===== config.mk =====
export PLATFORM = sky130hd
export DESIGN_NAME = serial_rx_unit
export DESIGN_NICKNAME = d
export VERILOG_FILES = /design/src/rtl/srx_pkg.sv /design/src/rtl/srx_sync.sv /design/src/rtl/srx_deframer.sv /design/src/rtl/srx_fifo.sv /design/src/rtl/serial_rx_unit.sv
export SDC_FILE = /design/constraint.sdc
export NUM_CORES = 1
export LEC_CHECK = 0
export BUFFER_PORTS_ARGS = -buffer_cell sky130_fd_sc_hd__clkbuf_2
export CORE_MARGIN = 5
export CORE_UTILIZATION = 40
export DETAILED_ROUTE_END_ITERATION = 10
export SLEW_MARGIN = 20
export SYNTH_ARGS = -nofsm -noshare
export SYNTH_HDL_FRONTEND = slang
export SYNTH_SLANG_ARGS = --single-unit

===== constraint.sdc =====
create_clock -name clk -period 2.7 [get_ports clk]
set_clock_uncertainty 0.05 [all_clocks]
set_input_delay 0.405 -clock clk [delete_from_list [all_inputs] [get_ports clk]]
set_output_delay 0.405 -clock clk [all_outputs]
set_load 0.02 [all_outputs]

===== src/rtl/srx_pkg.sv =====
package srx_pkg;
    localparam int CHAR_W = 8;

    typedef struct packed {
        logic [CHAR_W-1:0] data;
        logic              bit9;
        logic              ferr;
    } srx_char_t;

    typedef enum logic [1:0] {
        ST_IDLE  = 2'd0,
        ST_START = 2'd1,
        ST_DATA  = 2'd2,
        ST_STOP  = 2'd3
    } srx_state_e;
endpackage


===== src/rtl/srx_sync.sv =====
module srx_sync #(
    parameter int STAGES = 2
) (
    input  logic clk,
    input  logic rst_n,
    input  logic clr_i,
    input  logic rx_i,
    output logic rx_o,
    output logic fall_o
);
    localparam int SW = STAGES + 1;

    logic [SW-1:0] sh_d, sh_q;

    always_comb begin
        sh_d = {sh_q[SW-2:0], rx_i};
        if (clr_i) begin
            sh_d = '1;
        end
    end

    always_ff @(posedge clk or negedge rst_n) begin
        if (!rst_n) begin
            sh_q <= '1;
        end else begin
            sh_q <= sh_d;
        end
    end

    assign rx_o   = sh_q[STAGES-1];
    assign fall_o = sh_q[STAGES] & ~sh_q[STAGES-1];
endmodule


===== src/rtl/srx_deframer.sv =====
module srx_deframer
    import srx_pkg::*;
#(
    parameter int OSR = 16
) (
    input  logic      clk,
    input  logic      rst_n,
    input  logic      clr_i,
    input  logic      hold_i,
    input  logic      tick_i,
    input  logic      rx_i,
    input  logic      fall_i,
    input  logic      nine_bit_i,
    output logic      idle_o,
    output logic      done_o,
    output srx_char_t char_o
);
    localparam int CW   = $clog2(OSR);
    localparam int MID  = OSR / 2 - 1;
    localparam int LAST = OSR - 1;
    localparam int SRW  = CHAR_W + 1;

    typedef struct packed {
        srx_state_e     st;
        logic [CW-1:0]  cnt;
        logic [3:0]     bidx;
        logic [SRW-1:0] sr;
    } dfr_t;

    dfr_t d, q;
    logic mid_hit, last_hit, last_bit;

    assign mid_hit  = tick_i && (q.cnt == CW'(MID));
    assign last_hit = tick_i && (q.cnt == CW'(LAST));
    assign last_bit = (q.bidx == (nine_bit_i ? 4'd8 : 4'd7));

    always_comb begin
        d = q;
        if (clr_i || hold_i) begin
            d.st  = ST_IDLE;
            d.cnt = '0;
        end else begin
            case (q.st)
                ST_IDLE: begin
                    if (fall_i) begin
                        d.st  = ST_START;
                        d.cnt = '0;
                    end
                end
                ST_START: begin
                    if (mid_hit) begin
                        d.cnt  = '0;
                        d.bidx = '0;
                        d.st   = rx_i ? ST_IDLE : ST_DATA;
                    end else if (tick_i) begin
                        d.cnt = q.cnt + CW'(1);
                    end
                end
                ST_DATA: begin
                    if (last_hit) begin
                        d.sr  = {rx_i, q.sr[SRW-1:1]};
                        d.cnt = '0;
                        if (last_bit) begin
                            d.st = ST_STOP;
                        end else begin
                            d.bidx = q.bidx + 4'd1;
                        end
                    end else if (tick_i) begin
                        d.cnt = q.cnt + CW'(1);
                    end
                end
                default: begin
                    if (last_hit) begin
                        d.st  = ST_IDLE;
                        d.cnt = '0;
                    end else if (tick_i) begin
                        d.cnt = q.cnt + CW'(1);
                    end
                end
            endcase
        end
    end

    always_ff @(posedge clk or negedge rst_n) begin
        if (!rst_n) begin
            q <= '{st: ST_IDLE, cnt: '0, bidx: '0, sr: '0};
        end else begin
            q <= d;
        end
    end

    assign idle_o      = (q.st == ST_IDLE);
    assign done_o      = (q.st == ST_STOP) && last_hit && !clr_i && !hold_i;
    assign char_o.data = nine_bit_i ? q.sr[CHAR_W-1:0] : q.sr[SRW-1:1];
    assign char_o.bit9 = nine_bit_i & q.sr[SRW-1];
    assign char_o.ferr = ~rx_i;


    hold_rx_chk: assert property (@(posedge clk) disable iff (!rst_n)
        hold_i |=> (q.st == ST_IDLE));


    clr_idle_chk: assert property (@(posedge clk) disable iff (!rst_n)
        clr_i |=> idle_o);
endmodule


===== src/rtl/srx_fifo.sv =====
module srx_fifo
    import srx_pkg::*;
#(
    parameter int DEPTH = 2
) (
    input  logic      clk,
    input  logic      rst_n,
    input  logic      clr_i,
    input  logic      push_i,
    input  srx_char_t wdata_i,
    input  logic      pop_i,
    output srx_char_t head_o,
    output logic      full_o,
    output logic      empty_o
);
    localparam int PW   = (DEPTH > 1) ? $clog2(DEPTH) : 1;
    localparam int CNTW = $clog2(DEPTH + 1);

    typedef struct packed {
        srx_char_t [DEPTH-1:0] mem;
        logic [PW-1:0]         rd;
        logic [PW-1:0]         wr;
        logic [CNTW-1:0]       cnt;
    } fifo_t;

    fifo_t d, q;
    logic  pop_ok, push_ok;

    function automatic logic [PW-1:0] ptr_next(input logic [PW-1:0] p);
        return (p == PW'(DEPTH - 1)) ? '0 : p + PW'(1);
    endfunction

    assign empty_o = (q.cnt == '0);
    assign full_o  = (q.cnt == CNTW'(DEPTH));
    assign pop_ok  = pop_i && !empty_o;
    assign push_ok = push_i && (!full_o || pop_ok);

    always_comb begin
        d = q;
        if (clr_i) begin
            d.rd  = '0;
            d.wr  = '0;
            d.cnt = '0;
        end else begin
            if (push_ok) begin
                d.mem[q.wr] = wdata_i;
                d.wr        = ptr_next(q.wr);
            end
            if (pop_ok) begin
                d.rd = ptr_next(q.rd);
            end
            case ({push_ok, pop_ok})
                2'b10:   d.cnt = q.cnt + CNTW'(1);
                2'b01:   d.cnt = q.cnt - CNTW'(1);
                default: d.cnt = q.cnt;
            endcase
        end
    end

    always_ff @(posedge clk or negedge rst_n) begin
        if (!rst_n) begin
            q <= '0;
        end else begin
            q <= d;
        end
    end

    assign head_o = empty_o ? '0 : q.mem[q.rd];


    cnt_bound_chk: assert property (@(posedge clk) disable iff (!rst_n)
        q.cnt <= CNTW'(DEPTH));


    no_overflow_chk: assert property (@(posedge clk) disable iff (!rst_n)
        push_i |-> (!full_o || pop_i));


    empty_pop_chk: assert property (@(posedge clk) disable iff (!rst_n)
        (pop_i && empty_o && !push_i && !clr_i) |=> empty_o);
endmodule


===== src/rtl/serial_rx_unit.sv =====
module serial_rx_unit
    import srx_pkg::*;
#(
    parameter int OSR         = 16,
    parameter int DEPTH       = 2,
    parameter int SYNC_STAGES = 2
) (
    input  logic       clk,
    input  logic       rst_n,
    input  logic       port_en,
    input  logic       rx_en,
    input  logic       nine_bit,
    input  logic       addr_filt_en,
    input  logic       os_tick,
    input  logic       rx_in,
    input  logic       rd_en,
    output logic [7:0] rd_data,
    output logic       rd_bit9,
    output logic       rd_ferr,
    output logic       data_avail,
    output logic       overrun,
    output logic       rx_idle
);
    typedef struct packed {
        logic ovr;
    } top_t;

    top_t      d, q;
    logic      clr, hold, rx_s, rx_fall, done, accept, ovr_set, push;
    logic      full, empty;
    srx_char_t rx_char, head;

    assign clr  = ~port_en;
    assign hold = ~rx_en | q.ovr;

    srx_sync #(.STAGES(SYNC_STAGES)) sync_i (
        .clk    (clk),
        .rst_n  (rst_n),
        .clr_i  (clr),
        .rx_i   (rx_in),
        .rx_o   (rx_s),
        .fall_o (rx_fall)
    );

    srx_deframer #(.OSR(OSR)) dfr_i (
        .clk        (clk),
        .rst_n      (rst_n),
        .clr_i      (clr),
        .hold_i     (hold),
        .tick_i     (os_tick),
        .rx_i       (rx_s),
        .fall_i     (rx_fall),
        .nine_bit_i (nine_bit),
        .idle_o     (rx_idle),
        .done_o     (done),
        .char_o     (rx_char)
    );

    assign accept  = done && !(addr_filt_en && nine_bit && !rx_char.bit9);
    assign ovr_set = accept && full && !rd_en;
    assign push    = accept && !ovr_set;

    srx_fifo #(.DEPTH(DEPTH)) fifo_i (
        .clk     (clk),
        .rst_n   (rst_n),
        .clr_i   (clr),
        .push_i  (push),
        .wdata_i (rx_char),
        .pop_i   (rd_en),
        .head_o  (head),
        .full_o  (full),
        .empty_o (empty)
    );

    always_comb begin
        d = q;
        if (clr || !rx_en) begin
            d.ovr = 1'b0;
        end else if (ovr_set) begin
            d.ovr = 1'b1;
        end
    end

    always_ff @(posedge clk or negedge rst_n) begin
        if (!rst_n) begin
            q <= '0;
        end else begin
            q <= d;
        end
    end

    assign rd_data    = head.data;
    assign rd_bit9    = head.bit9;
    assign rd_ferr    = head.ferr;
    assign data_avail = ~empty;
    assign overrun    = q.ovr;


    ovr_sticky_chk: assert property (@(posedge clk) disable iff (!rst_n)
        (overrun && rx_en && port_en) |=> overrun);


    port_clr_chk: assert property (@(posedge clk) disable iff (!rst_n)
        !port_en |=> (!data_avail && !overrun));


    filt_drop_chk: assert property (@(posedge clk) disable iff (!rst_n)
        (done && addr_filt_en && nine_bit && !rx_char.bit9) |-> (!push && !ovr_set));
endmodule


==> summary.md <==
| Metric | Value |
|---|---|
| Crit Path Max Fanout | 11 |
| Final slew viol count | 0 |
| Mapped Area | roughly 2400 um^2 |
| Design Area, Final | approximately 2700 um^2 |
| Synth Register Bits | 47 |
| GR Util All Layers | 12.6% |
| Die width | just under 90 um |
| Initial DRC Count | 93 |
| HP Class | in -> async |
| Via count | about 1.7k |
| Max Buffers Root-to-Sink | 2 |
| Setup TNS Final | 0 ps |
| Num rows | 28 |
| Average size of a mapped cell | around 11 um^2 |
| Initial antenna violation count | 0 |
| Worst path cell trace | ha_1, nand4_2, nand4b_4, or3_1, mux2_2 |
| Num CTS Buffers | 5 |
| Total gr overflow | 0 |
| RSZ-0062 raised after global routing | no |
| Clock Pin Slew Worst Setup and Hold Paths | around 90 ps |
| Buf+Inv Stages, Crit Path | 0 |
| Reg2reg path depth | 5 |
| Worst setup EP type | register |
| Initial core utilization | 40.5% |
| Die area | approximately 7500 um^2 |
| P_sw | roughly 0.28 mW |
| Synth Instances | about 220 |
| Crit path max-delay cell type | or3_1 |
| Post-synthesis mux area share | approximately 18% |
| Area growth, synth to finish | 13.0% |
| Clock share of power | around two fifths |
| Synth Warn # | 0 |
| Worst path depth | 5 |
| TritonCTS clock tree | built |
| Share of cells above drive strength 1 | a little over a quarter |
| Synth area leaders | dfrtp_1 47%, mux2_2 13%, mux2i_1 5.1% |
| CTS hold repair buffers | 0 |
| Worst rel slew slack | 45.1% |
| Final WL | between 4000 and 5000 um |
| Seq pwr share | a little under three fifths |
| Nets | 255 |
| Global-route wire length before repair | around 7500 um |
| Commonest cells after routing, fill and taps aside | 44 x dfrtp_1, 31 x nand2_1, 27 x mux2_2 |
| Antenna cells | 0 |
| Final setup fails | 0 |
| Power per cell area | slightly below 500 nW/um^2 |
| Port Buffers | 21 |
| R2R Setup Slk | 530 ps |
| Area share of and/or/nand/nor cells after synthesis | 19.0% |
| Fin. Hold Viols | 0 |
| Worst Path Arrival | between 2000 and 2500 ps |
| PostCTS Resize Cnt | 0 |
| Synth top area share | 46.8% |
| Int Power | between 1 and 1.5 mW |
| Number of global-route vias before repair | about 1.6k |
| Post-Synth Adder-Cell Area | 1.06% |
| Io pins | 22 |
| Vias/cell | 5.20 |
| Setup Buffers After CTS | 0 |
| Most common cell after layout, fill and taps aside | dfrtp_1 |
| Mapped Nets | between 200 and 250 |
| Max frequency | 0.461 GHz |
| Routed len/inst | 13.4 um |
| Clock root buffer | clkbuf_8 |
| Final Cycle Share | about 80% |
| Post-Synth XOR/XNOR Area | around 1.1% |
| Largest net degree at the start of global routing | 48 |
| Synth cell types | 44 |
| Worst skew pair latency | ~300 ps |
| DPL Wire Length | approximately 3000 um |
| Peak supply drop | roughly 0.32 mV |
| Post-synthesis compound-gate area fraction | under 10% |
| Drt drc | 0 |
| Crit Path Category | reg -> reg |
| Drt first pass iters | 4 |
| Seq/Total Area, Yosys | ~50% |
| Gate power share | under 10% |
| Outcome | finished clean |
| Clock sinks | 47 |
| Max-Cap Viols | 0 |
| Main combinational cell family by area after synthesis | simple AND/OR/NAND/NOR gates |
| Tmin final | ~2200 ps |
| Max incr delay on CP | 590 ps |
| Switch share | 21.8% |
| Worst Tran Pin Value | roughly 810 ps |
| CP required | 2840 ps |
| Die height | a little under 90 um |
| Pleak | approximately 1.3 nW |
| Gpl congestion | a little under 0.8 |
| Htree depth | 2 |
| Post-route ant nets | 0 |
| Dpl cell area | 2540 um^2 |
| CORE AREA | approximately 5800 um^2 |
| Layout Utilization | between 40% and 50% |
| CP startpoint kind | register |
| CP delay by family, top | simple AND/OR/NAND/NOR gates |
| Cell taking the most area after synthesis | dfrtp_1 |
## Yosys cell counts
library cell	count
nand4b_4	1
ha_1	2
nor4b_1	1
a211oi_1	2
xor2_1	2
or3_1	2
dfrtp_1	44
a22oi_1	1
buf_1	2
and2_1	4
nor2b_1	3
a21oi_1	6
a21o_1	1
nand2_1	31
o211ai_1	1
buf_2	4
nand3b_1	2
nand2b_1	4
nand4_1	1
a22o_1	1
nor4_1	2
o41ai_1	2
nor2_1	21
and4b_1	1
o211a_1	1
nand4_2	1
nor3b_1	2
clkbuf_1	3
a211o_1	1
o221ai_1	1
mux2i_1	12
nand4b_1	1
o21ai_0	7
mux2_2	27
nor3_1	1
o31ai_1	3
inv_1	7
nand3_1	3
or4_1	2
xnor2_1	1
buf_4	1
dfstp_2	3
or4_4	1
and3_1	2
## routing by layer
metal / track usage, % / share of wire (%) / wire length, um
met5: 0 / 0 / 0
met4: 3.82 / 1.5 / 63
met3: 2.85 / 3.3 / 141
met2: 19.7 / 46 / 1980
met1: 17.5 / 49 / 2110
## cell type report
class / instances / area, um^2
tap: 75 / 93.8
timing repair buffer: 26 / 143
sequential: 47 / 1180
clock buffer: 5 / 68.8
clock inverter: 3 / 47.5
multi-input combinational: 157 / 1100
inverter: 7 / 26.3
fill: 590 / 3150
## registers in the layout (all words and copies together), names as in the netlist
register,count
fifo_i.q,24
dfr_i.q,19
sync_i.sh_q,3
overrun,1
## power by group through the flow
stage,Combinational [mW],Sequential (mW),Clock [mW]
after floorplan,0.0196,0.723,0
after global placement,0.0449,0.725,0
after detailed placement,0.0445,0.725,0
after CTS,0.0447,0.711,0.545
after global routing,0.0495,0.712,0.578
final,0.0428,0.711,0.527
## per-stage QoR
stage               setup WS [ps]  total power, mW  instances  hold WS (ps)
floorplan                     759            0.743        221          59.4
global placement              541            0.770        312           397
detailed placement            518            0.769        312           407
CTS                           553             1.30        320           154
global route                  406             1.34        320           169
finish                        533             1.28        320           136
## logic make-up (layout without fill, tap and decap cells)
kind of cell	Yosys count	count (layout)
xor gates and xnor gates	3	3
AOI/OAI and AO/OA	27	27
muxes	39	39
and+or+nand+nor	86	86
DFF	47	47
adders and majority gates	2	2
buffers and inverters	17	41
## final timing paths
kind	startpoint	to
min in group clk	rx_in	sync_i.sh_q[0]
max in group asynchronous	rst_n	dfr_i.q[15]
setup reg to reg	dfr_i.q[13]	fifo_i.q[6]
hold / removal	rst_n	fifo_i.q[21]
setup / recovery	dfr_i.q[13]	fifo_i.q[6]
hold reg to reg	dfr_i.q[0]	dfr_i.q[0]
(Power assumes the default switching activity.)
